File: src/rtl/cfgw_pkg.sv
package cfgw_pkg;
  localparam int unsigned DW = 32;
  localparam int unsigned EN_BIT = 31;

  typedef enum logic [2:0] {
    K_NONE, K_ADDR_WR, K_ADDR_RD, K_FWD, K_HALT
  } acc_kind_e;

  typedef enum logic [1:0] {
    S_LOAD, S_IDLE, S_REQ, S_RSP
  } xfer_state_e;

  typedef struct packed {
    logic          we;
    logic [2:0]    size;
    logic [7:0]    bus;
    logic [7:0]    devfn;
    logic [7:0]    offset;
    logic [DW-1:0] wdata;
  } cfg_req_t;

  function automatic logic [DW-1:0] size_mask(input logic [2:0] sz);
    logic [DW-1:0] m;
    for (int b = 0; b < DW/8; b++) m[8*b +: 8] = (b < int'(sz)) ? 8'hFF : 8'h00;
    return m;
  endfunction
endpackage

File: src/rtl/cfgw_addr_reg.sv
module cfgw_addr_reg
  import cfgw_pkg::*;
(
  input  logic          clk_i,
  input  logic          rst_ni,
  input  logic          wr_en_i,
  input  logic [DW-1:0] wdata_i,
  output logic [DW-1:0] value_o,
  output logic          map_en_o,
  output logic [7:0]    bus_o,
  output logic [7:0]    devfn_o,
  output logic [7:0]    offset_o
);
  logic [DW-1:0] sel_q;

  always_ff @(posedge clk_i or negedge rst_ni) begin
    if (!rst_ni)      sel_q <= '0;
    else if (wr_en_i) sel_q <= wdata_i;
  end

  assign value_o  = sel_q;
  assign map_en_o = sel_q[EN_BIT];
  assign bus_o    = sel_q[23:16];
  assign devfn_o  = sel_q[15:8];
  assign offset_o = sel_q[7:0];
endmodule

File: src/rtl/cfgw_port_decode.sv
module cfgw_port_decode
  import cfgw_pkg::*;
#(
  parameter int unsigned       PORT_W    = 16,
  parameter logic [PORT_W-1:0] ADDR_PORT = 16'h0CF8,
  parameter logic [PORT_W-1:0] DATA_PORT = 16'h0CFC
) (
  input  logic [PORT_W-1:0] port_i,
  input  logic [2:0]        size_i,
  input  logic              we_i,
  input  logic              map_en_i,
  input  logic [7:0]        bus_i,
  input  logic [7:0]        devfn_i,
  input  logic [7:0]        offset_i,
  input  logic [7:0]        own_bus_i,
  input  logic [7:0]        own_devfn_i,
  output acc_kind_e         kind_o,
  output logic [7:0]        eff_off_o
);
  localparam logic [PORT_W-1:0] WIN_SPAN = PORT_W'(DW/8);

  logic [PORT_W-1:0] diff;
  logic [1:0]        lane;
  logic              in_win, aligned, own_hit;

  assign diff    = port_i - DATA_PORT;
  assign lane    = diff[1:0];
  assign in_win  = (port_i >= DATA_PORT) && (diff < WIN_SPAN);
  assign own_hit = (bus_i == own_bus_i) && (devfn_i == own_devfn_i);

  always_comb begin
    unique case (size_i)
      3'd1:    aligned = 1'b1;
      3'd2:    aligned = ~lane[0];
      3'd4:    aligned = (lane == 2'd0);
      default: aligned = 1'b0;
    endcase
  end

  always_comb begin
    kind_o = K_NONE;
    if (port_i == ADDR_PORT && size_i == 3'd4)
      kind_o = we_i ? K_ADDR_WR : K_ADDR_RD;
    else if (in_win && aligned && map_en_i)
      kind_o = own_hit ? K_FWD : K_HALT;
  end

  assign eff_off_o = offset_i + {6'd0, lane};
endmodule

File: src/rtl/cfgw_xfer.sv
module cfgw_xfer
  import cfgw_pkg::*;
(
  input  logic          clk_i,
  input  logic          rst_ni,
  input  logic          io_req_i,
  input  acc_kind_e     kind_i,
  input  cfg_req_t      req_i,
  input  logic [DW-1:0] addr_val_i,
  output logic          io_ready_o,
  output logic          io_done_o,
  output logic [DW-1:0] io_rdata_o,
  output logic          addr_wr_o,
  output logic          loading_o,
  output logic          halt_o,
  output logic          cfg_valid_o,
  output cfg_req_t      cfg_req_o,
  input  logic          cfg_ready_i,
  input  logic          cfg_rsp_valid_i,
  input  logic [DW-1:0] cfg_rsp_data_i
);
  xfer_state_e   state_q;
  cfg_req_t      req_q;
  logic          halt_q, done_q, accept;
  logic [DW-1:0] rdata_q;

  assign io_ready_o  = (state_q == S_IDLE) && !halt_q;
  assign accept      = io_req_i && io_ready_o;
  assign addr_wr_o   = accept && (kind_i == K_ADDR_WR);
  assign loading_o   = (state_q == S_LOAD);
  assign cfg_valid_o = (state_q == S_REQ);
  assign cfg_req_o   = req_q;
  assign io_done_o   = done_q;
  assign io_rdata_o  = rdata_q;
  assign halt_o      = halt_q;

  always_ff @(posedge clk_i or negedge rst_ni) begin
    if (!rst_ni) begin
      state_q <= S_LOAD;
      req_q   <= '0;
      halt_q  <= 1'b0;
      done_q  <= 1'b0;
      rdata_q <= '0;
    end else begin
      done_q <= 1'b0;
      unique case (state_q)
        S_LOAD: state_q <= S_IDLE;
        S_IDLE: if (accept) begin
          unique case (kind_i)
            K_ADDR_WR: begin done_q <= 1'b1; rdata_q <= '0; end
            K_ADDR_RD: begin done_q <= 1'b1; rdata_q <= addr_val_i; end
            K_FWD:     begin req_q <= req_i; state_q <= S_REQ; end
            K_HALT:    begin halt_q <= 1'b1; done_q <= 1'b1; rdata_q <= '1; end
            default:   begin done_q <= 1'b1; rdata_q <= '1; end
          endcase
        end
        S_REQ: if (cfg_ready_i) begin
          if (req_q.we) begin
            done_q  <= 1'b1;
            rdata_q <= '0;
            state_q <= S_IDLE;
          end else begin
            state_q <= S_RSP;
          end
        end
        S_RSP: if (cfg_rsp_valid_i) begin
          done_q  <= 1'b1;
          rdata_q <= cfg_rsp_data_i & size_mask(req_q.size);
          state_q <= S_IDLE;
        end
        default: state_q <= S_IDLE;
      endcase
    end
  end
endmodule

File: src/rtl/cfg_window_decode.sv
module cfg_window_decode
  import cfgw_pkg::*;
#(
  parameter int unsigned       PORT_W    = 16,
  parameter logic [PORT_W-1:0] ADDR_PORT = 16'h0CF8,
  parameter logic [PORT_W-1:0] DATA_PORT = 16'h0CFC
) (
  input  logic              clk_i,
  input  logic              rst_ni,
  input  logic [7:0]        own_bus_i,
  input  logic [7:0]        own_devfn_i,
  input  logic              io_req_i,
  input  logic              io_we_i,
  input  logic [PORT_W-1:0] io_port_i,
  input  logic [2:0]        io_size_i,
  input  logic [31:0]       io_wdata_i,
  output logic              io_ready_o,
  output logic              io_done_o,
  output logic [31:0]       io_rdata_o,
  output logic              halt_o,
  output logic              cfg_req_valid_o,
  input  logic              cfg_req_ready_i,
  output logic              cfg_req_we_o,
  output logic [2:0]        cfg_req_size_o,
  output logic [7:0]        cfg_req_bus_o,
  output logic [7:0]        cfg_req_devfn_o,
  output logic [7:0]        cfg_req_offset_o,
  output logic [31:0]       cfg_req_wdata_o,
  input  logic              cfg_rsp_valid_i,
  input  logic [31:0]       cfg_rsp_data_i
);
  logic [DW-1:0] sel_val;
  logic          map_en, addr_wr, loading;
  logic [7:0]    sel_bus, sel_devfn, sel_off, eff_off;
  logic [7:0]    own_bus_q, own_devfn_q;
  acc_kind_e     kind;
  cfg_req_t      req_new, req_out;

  // own target frozen in the first clock after reset
  always_ff @(posedge clk_i or negedge rst_ni) begin
    if (!rst_ni) begin
      own_bus_q   <= '0;
      own_devfn_q <= '0;
    end else if (loading) begin
      own_bus_q   <= own_bus_i;
      own_devfn_q <= own_devfn_i;
    end
  end

  cfgw_addr_reg u_sel (
    .clk_i, .rst_ni,
    .wr_en_i (addr_wr),
    .wdata_i (io_wdata_i),
    .value_o (sel_val),
    .map_en_o(map_en),
    .bus_o   (sel_bus),
    .devfn_o (sel_devfn),
    .offset_o(sel_off)
  );

  cfgw_port_decode #(.PORT_W(PORT_W), .ADDR_PORT(ADDR_PORT), .DATA_PORT(DATA_PORT)) u_dec (
    .port_i     (io_port_i),
    .size_i     (io_size_i),
    .we_i       (io_we_i),
    .map_en_i   (map_en),
    .bus_i      (sel_bus),
    .devfn_i    (sel_devfn),
    .offset_i   (sel_off),
    .own_bus_i  (own_bus_q),
    .own_devfn_i(own_devfn_q),
    .kind_o     (kind),
    .eff_off_o  (eff_off)
  );

  always_comb begin
    req_new.we     = io_we_i;
    req_new.size   = io_size_i;
    req_new.bus    = sel_bus;
    req_new.devfn  = sel_devfn;
    req_new.offset = eff_off;
    req_new.wdata  = io_wdata_i & size_mask(io_size_i);
  end

  cfgw_xfer u_xfer (
    .clk_i, .rst_ni,
    .io_req_i       (io_req_i),
    .kind_i         (kind),
    .req_i          (req_new),
    .addr_val_i     (sel_val),
    .io_ready_o     (io_ready_o),
    .io_done_o      (io_done_o),
    .io_rdata_o     (io_rdata_o),
    .addr_wr_o      (addr_wr),
    .loading_o      (loading),
    .halt_o         (halt_o),
    .cfg_valid_o    (cfg_req_valid_o),
    .cfg_req_o      (req_out),
    .cfg_ready_i    (cfg_req_ready_i),
    .cfg_rsp_valid_i(cfg_rsp_valid_i),
    .cfg_rsp_data_i (cfg_rsp_data_i)
  );

  assign cfg_req_we_o     = req_out.we;
  assign cfg_req_size_o   = req_out.size;
  assign cfg_req_bus_o    = req_out.bus;
  assign cfg_req_devfn_o  = req_out.devfn;
  assign cfg_req_offset_o = req_out.offset;
  assign cfg_req_wdata_o  = req_out.wdata;
endmodule

File: config.mk
export PLATFORM = sky130hd
export DESIGN_NAME = cfg_window_decode
export DESIGN_NICKNAME = d
export VERILOG_FILES = /design/src/rtl/cfgw_pkg.sv /design/src/rtl/cfgw_addr_reg.sv /design/src/rtl/cfgw_port_decode.sv /design/src/rtl/cfgw_xfer.sv /design/src/rtl/cfg_window_decode.sv
export SDC_FILE = /design/constraint.sdc
export NUM_CORES = 1
export LEC_CHECK = 0
export ABC_AREA = 1
export CAP_MARGIN = 15
export CORE_MARGIN = 3
export CORE_UTILIZATION = 30
export CTS_BUF_LIST = sky130_fd_sc_hd__clkbuf_16
export DETAILED_ROUTE_END_ITERATION = 10
export DONT_BUFFER_PORTS = 1
export PLACE_DENSITY = 0.56
export SLEW_MARGIN = 5
export SYNTH_ARGS = -nofsm -noshare
export SYNTH_HDL_FRONTEND = slang
export SYNTH_HIERARCHICAL = 1
export SYNTH_SLANG_ARGS = --single-unit
File: constraint.sdc
create_clock -name clk_i -period 1.75 [get_ports clk_i]
set_clock_uncertainty 0.05 [all_clocks]
set_input_delay 0.35 -clock clk_i [delete_from_list [all_inputs] [get_ports clk_i]]
set_output_delay 0.35 -clock clk_i [all_outputs]
set_load 0.1 [all_outputs]
==> results of run 1 <==
## sequential cells by signal (all words and copies together), names as in the netlist
| register | count |
|---|---|
| own_bus_q | 8 |
| own_devfn_q | 8 |
| u_sel/value_o | 32 |
| u_xfer/cfg_req_o | 60 |
| u_xfer/halt_o | 1 |
| u_xfer/io_done_o | 1 |
| u_xfer/io_rdata_o | 32 |
| u_xfer/state_q | 2 |
## logic make-up after synthesis
kind of cell,synth area share [%]
xor+xnor,2.41
simple gates,34.6
compound gates,3.44
flops,47.2
buf+inv,11.1
fa+ha+maj,1.25
## path summary, 6_finish.rpt
check                                       end  slack, ps
min in group clk_i                 own_bus_q[0]         30
setup / recovery           u_xfer/cfg_req_o[14]       -540
hold reg to reg               u_sel/value_o[26]        420
hold / removal                   own_devfn_q[5]       -420
setup reg to reg           u_xfer/cfg_req_o[14]       -540
max in group asynchronous  u_xfer/cfg_req_o[29]       1860
## synthesized netlist by cell type (6+ instances only)
library cell | count | area (um^2)
inv_1 | 72 | 270
a21oi_1 | 9 | 45.0
nand2_2 | 10 | 62.6
clkbuf_1 | 15 | 56.3
o21ai_0 | 21 | 105
buf_4 | 37 | 278
nand3_1 | 10 | 50.1
nor2_1 | 34 | 128
o21ai_1 | 6 | 30.0
dfrtp_1 | 144 | 3600
nand4_1 | 33 | 206
a21boi_0 | 8 | 60.1
xnor2_1 | 18 | 158
buf_6 | 13 | 146
ha_1 | 6 | 75.1
nand2_1 | 557 | 2090
## metal layers
layer	vias to the layer above	share of wire [%]	GRT usage [%]
met5	-	0	0
met2	170	48	30.7
li1	3442	-	-
met3	27	6.1	4.59
met1	3201	44	24.8
met4	0	1.9	5.67
## critical path, cell delays in order, from the launching register on
cell     delay [ps]
dfrtp_1         400
xnor2_1         140
nand2_1          80
nor2_2          170
nand2_2         100
nor2_2          120
nand3_2         110
nand2_2         120
buf_6           140
nand3_4          70
nor2_4          170
buf_6           120
inv_4            40
buf_12          180
nand2_1          80
nand2_1          50
## report_power, final
group / switching, mW / total, mW / leakage, nW / internal (mW)
logic: 0.0971 / 0.220 / 3.38 / 0.123
registers: 0.0151 / 3.36 / 1.95 / 3.35
clock network: 1.54 / 3.63 / 0.276 / 2.09
total: 1.65 / 7.21 / 5.61 / 5.56
## repair_timing
action                                  CTS  global route
cloned                                    9             0
endpoints found under the hold margin   190           144
endpoints found under the setup margin  130           130
buffers inserted                         15             0
resized for setup                        87            13
pin swaps                                27             7
## metrics by stage
step	hold slack, ps	area, um^2
after floorplan	4.41	7680
after global placement	10.4	8820
after detailed placement	9.85	8820
after CTS	-455	10500
after global routing	-452	10500
final	-423	10500
## layout make-up
type	count	area (um^2)
repair buffers	224	2160
clock inverters	15	144
inverters	76	308
fillers	2541	14200
repair inverters	3	45.0
multi-input cells	730	3410
clock buffers	17	425
well taps	324	405
flip-flops and latches	144	3610
==> impl_results.md, run 1 <==
* Outcome: complete, but fails checks
* Failing checks: hold timing, setup timing
* Final Util at 42.6%
* Worst VDD drop at 0.000448 V
* Commonest cells after routing, fill and taps aside: 521 x nand2_1, 142 x buf_4, 141 x dfrtp_1, 69 x inv_1, 46 x dlygate4sd3_1
* Max_slew headroom at 65.2%
* Drt first pass iters at 4
* First-pass GRT wire length at 39.0 mm
* Post-synth EDFFs at 0
* Ys flop type: dfrtp_1
* # port buffers at 0
* Die area at 27400 um^2
* Core ar. at 24700 um^2
* LEAKAGE at 5.61 nW
* Die height at 166 um
* Max_cap viols at 0
* Fin crit share at 131%
* CP endpoint kind: flip-flop
* Std-Cell Rows at 57
* RSZ-0062 raised after global routing: yes
* Gr ovfl total at 0
* Vias in the first global route at 6927
* CP Max Fanout at 43
* Final hold violations at 144
* Synthesized instance count at 1021
* Critical path class: reg -> reg
* Synthesized Nets at 1133
* Nets at 1308
* Min-Delay Path Class: in -> async
* Type of origin of the critical path: flip-flop
* Mean Syn Cell Area at 7.48 um^2
* Clock latency on the worst-skew pair at 430 ps
* Drc violations at 0
* Total Wirelength at 25.5 mm
* Vias per cell at 4.46
* Cell variety after synth at 33
* Clock Pin Slew Worst Setup and Hold Paths at 70 ps
* Share of the yosys chip area belonging to registers at 47.2%
* Largest net degree at the start of global routing at 145
* Final slew viol count at 0
* RR Startpoint: u_sel/value_o[15]
* Setup tns final at -61680 ps
* DPL Wire Length at 17.0 mm
* Ant. Diodes at 0
* Worst slew pin tran at 520 ps
* I/O pins at 201
* Detail Route Antenna Nets at 0
* Total power at 7.21 mW
* Post-Place Worst Slack at -741 ps
* Cells after DPL at 1431
* Gr usage total at 18.8%
* FFs w/ async S/R, synth at 100%
* Non-filler cells, final at 1533
* Pwr dens at 687 nW/um^2
* Effective utilization at floorplan at 30.9%
* Worst endpoint required time at 2010 ps
* Clk sinks at 144
* Total CTS buffers at 17
* Fmax at 0.436 GHz
* H-Tree Depth at 4
* CTS tree: yes
* WP data arrival at 2550 ps
* Layout cells sized above 1 at 24.3%
* Clock Tree Root: clkbuf_16
* CTS max path bufs at 2
* Synthesized area at 7630 um^2
* CP Launch Point: u_sel/value_o[15]
* Fin worst setup slack at -542 ps
* Initial antenna violation count at 0
* Routed WL per cell at 16.6 um
* GPL Wtd Cong at 0.821
* CTS Hold Bufs at 46
* Hold_ws at -423 ps
* Ys Warns at 6
* Area Overhead vs Synth at 37.6%
* Seq cells post-synth at 144
* Commonest non-fill, non-tap cell in the layout: nand2_1
* Final setup viols at 129
* Via Count at 6840
* Fin crit period at 2290 ps
* DR iter-0 viols at 359
* Die Span X at 166 um
* R2r worst-path depth at 15
(Power assumes the default switching activity.)
==> inputs of run 2 (changes only) <==
PLACE_DENSITY = 0.54   (was 0.56)
==> run 2 against run 1 <==
The run still ends with hold timing, setup timing left. Maximum frequency is 2.6% lower. Worst setup slack worse by 61 ps. Highest routed layer unchanged. First-iteration DRC count is 14% higher. Final cell count is 0.13% higher.
==> impl_results.md, run 2 (synthesized netlist as in run 1, its figures left out) <==
* Outcome: complete, but fails checks
* Failing checks: hold timing, setup timing
* Final slew viol count at 0 (unchanged)
* RR Startpoint: u_sel/value_o[15]
* DPL Wire Length at 16.9 mm (-0.57%)
* Min-Delay Path Class: in -> async
* Die area at 27400 um^2 (unchanged)
* Total CTS buffers at 17 (unchanged)
* CTS max path bufs at 2 (unchanged)
* Ordered list of cells on the worst path: xnor2_1 > nand2_1 > nor2_2 > nand2_2 > nor2_2 > nand3_2 > nand2_4 > buf_6 > nand3_4 > buf_6 > nor2_4 > buf_12 > clkbuf_16 > nand2_2 > nand2_1
* GPL Wtd Cong at 0.833 (+1.4%)
* Initial antenna violation count at 0 (unchanged)
* Worst endpoint required time at 2060 ps (+50 ps)
* Max_slew headroom at 64.6% (-0.66 points)
* Worst VDD drop at 0.000408 V (-8.9%)
* Core ar. at 24700 um^2 (unchanged)
* Critical path's largest stage delay at 390 ps (about the same)
* Layout cells sized above 1 at 26.8% (+2.4 points)
* Commonest cells after routing, fill and taps aside: 491 x nand2_1, 146 x buf_4, 143 x dfrtp_1, 70 x inv_1, 57 x nand2_2
* Slowest cell on crit path: dfrtp_1
* Die Span X at 166 um (unchanged)
* Fin crit period at 2350 ps (+61.3 ps)
* Ant. Diodes at 0 (unchanged)
* Fin crit share at 134% (+3.5 points)
* DR iter-0 viols at 410 (+14%)
* H-Tree Depth at 4 (unchanged)
* WP data arrival at 2670 ps (+120 ps)
* Clock Tree Root: clkbuf_16
* Total Wirelength at 25.7 mm (+0.68%)
* CP Max Fanout at 7 (-84%)
* Clk sinks at 144 (unchanged)
* Commonest non-fill, non-tap cell in the layout: nand2_1
* LEAKAGE at 5.63 nW (+0.48%)
* Max reg flops at 60 (unchanged)
* Vias per cell at 4.42 (-0.87%)
* Clock Pin Slew Worst Setup and Hold Paths at 70 ps (about the same)
* Largest net degree at the start of global routing at 145 (unchanged)
* Max_cap viols at 0 (unchanged)
* CTS tree: yes
* CP endpoint kind: flip-flop
* Detail Route Antenna Nets at 0 (unchanged)
* # port buffers at 0 (unchanged)
* Nets at 1311 (+0.23%)
* Clock latency on the worst-skew pair at 430 ps (about the same)
* Final setup viols at 129 (unchanged)
* Post-Place Worst Slack at -984 ps (-243 ps)
* Worst reg2reg path endpoint: u_sel/value_o[8]
* Critical path class: reg -> reg
* CTS Hold Bufs at 48 (+4.3%)
* RSZ-0062 raised after global routing: yes
* Area Overhead vs Synth at 39.3%
* Fmax at 0.425 GHz (-2.6%)
* Final hold violations at 144 (unchanged)
* Type of origin of the critical path: flip-flop
* Gr ovfl total at 0 (unchanged)
* Drt first pass iters at 5 (+1)
* First-pass GRT wire length at 38.0 mm (-2.7%)
* Vias in the first global route at 6679 (-3.6%)
* I/O pins at 201 (unchanged)
* Final Util at 43.1% (+0.52 points)
* Std-Cell Rows at 57 (unchanged)
* Pwr dens at 659 nW/um^2 (-4.0%)
* Via Count at 6789 (-0.75%)
* FF-to-FF setup slack at -600 ps (-60 ps)
* R2r worst-path depth at 15 (unchanged)
* Drc violations at 0 (unchanged)
* Gr usage total at 18.3% (-0.50 points)
* Fin worst setup slack at -604 ps (-61.3 ps)
* Worst slew pin tran at 529 ps (+9.89 ps)
* Hold_ws at -433 ps (-9.84 ps)
* Routed WL per cell at 16.7 um (+0.55%)
* Effective utilization at floorplan at 30.9% (unchanged)
* Die height at 166 um (unchanged)
run 2: power by group:
| part | switching [mW] | leakage (nW) | internal [mW] | total, mW |
|---|---|---|---|---|
| sequential | 0.0149 | 1.95 | 3.35 | 3.36 |
| combinational | 0.0982 | 3.42 | 0.126 | 0.224 |
| clock | 1.51 | 0.259 | 1.92 | 3.42 |
| total | 1.62 | 5.63 | 5.39 | 7.01 |
run 2: critical path, delay by kind of cell (launching register included):
kind          cells  cell delay [ps]
xor+xnor          1              170
buf+inv           4              630
flops             1              390
simple gates     10             1050
run 2: worst max-delay path by stage:
stage | from | endpoint
detailed placement | io_size_i[0] | u_xfer/io_rdata_o[22]
CTS | u_sel/value_o[11] | u_sel/value_o[28]
global route | u_sel/value_o[15] | u_xfer/io_rdata_o[22]
finish | u_sel/value_o[15] | u_sel/value_o[8]
global placement | io_size_i[0] | u_xfer/io_rdata_o[13]
floorplan | io_port_i[8] | u_xfer/io_rdata_o[0]
run 2: cell type report:
class                      instances  area (um^2)
clock inverter                    14          104
multi-input combinational        731         3590
timing repair inverter             2         20.0
fill                            2563        14000
clock buffer                      17          425
inverter                          76          313
timing repair buffer             227         2170
sequential                       144         3600
tap                              324          405
run 2: what timing repair did:
item,4_1_cts,5_1_grt
endpoints found under the setup margin,130,130
setup buffers,12,5
gates resized for setup,54,88
pin swaps,16,41
gates cloned,7,4
hold endpoints to repair,192,144
run 2: through the flow:
stage / cells / hold WS (ps) / instance area [um^2] / power, mW / TNS [ps]
final: 1535 / -433 / 10600 / 7.01 / -67260
after global routing: 1535 / -470 / 10600 / 7.29 / -81400
after detailed placement: 1431 / 10.3 / 8870 / 3.54 / -101780
after CTS: 1528 / -458 / 10300 / 7.09 / -61940
after global placement: 1431 / 11.9 / 8870 / 3.54 / -96560
after floorplan: 1021 / 4.41 / 7680 / 3.52 / -18850
run 2: layer usage:
layer,vias up,global-route usage [%],part of all wire [%]
met3,17,5.31,6.4
met5,-,0,0
li1,3448,-,-
met1,3145,24.3,44
met2,179,29.2,48
met4,0,5.10,1.2
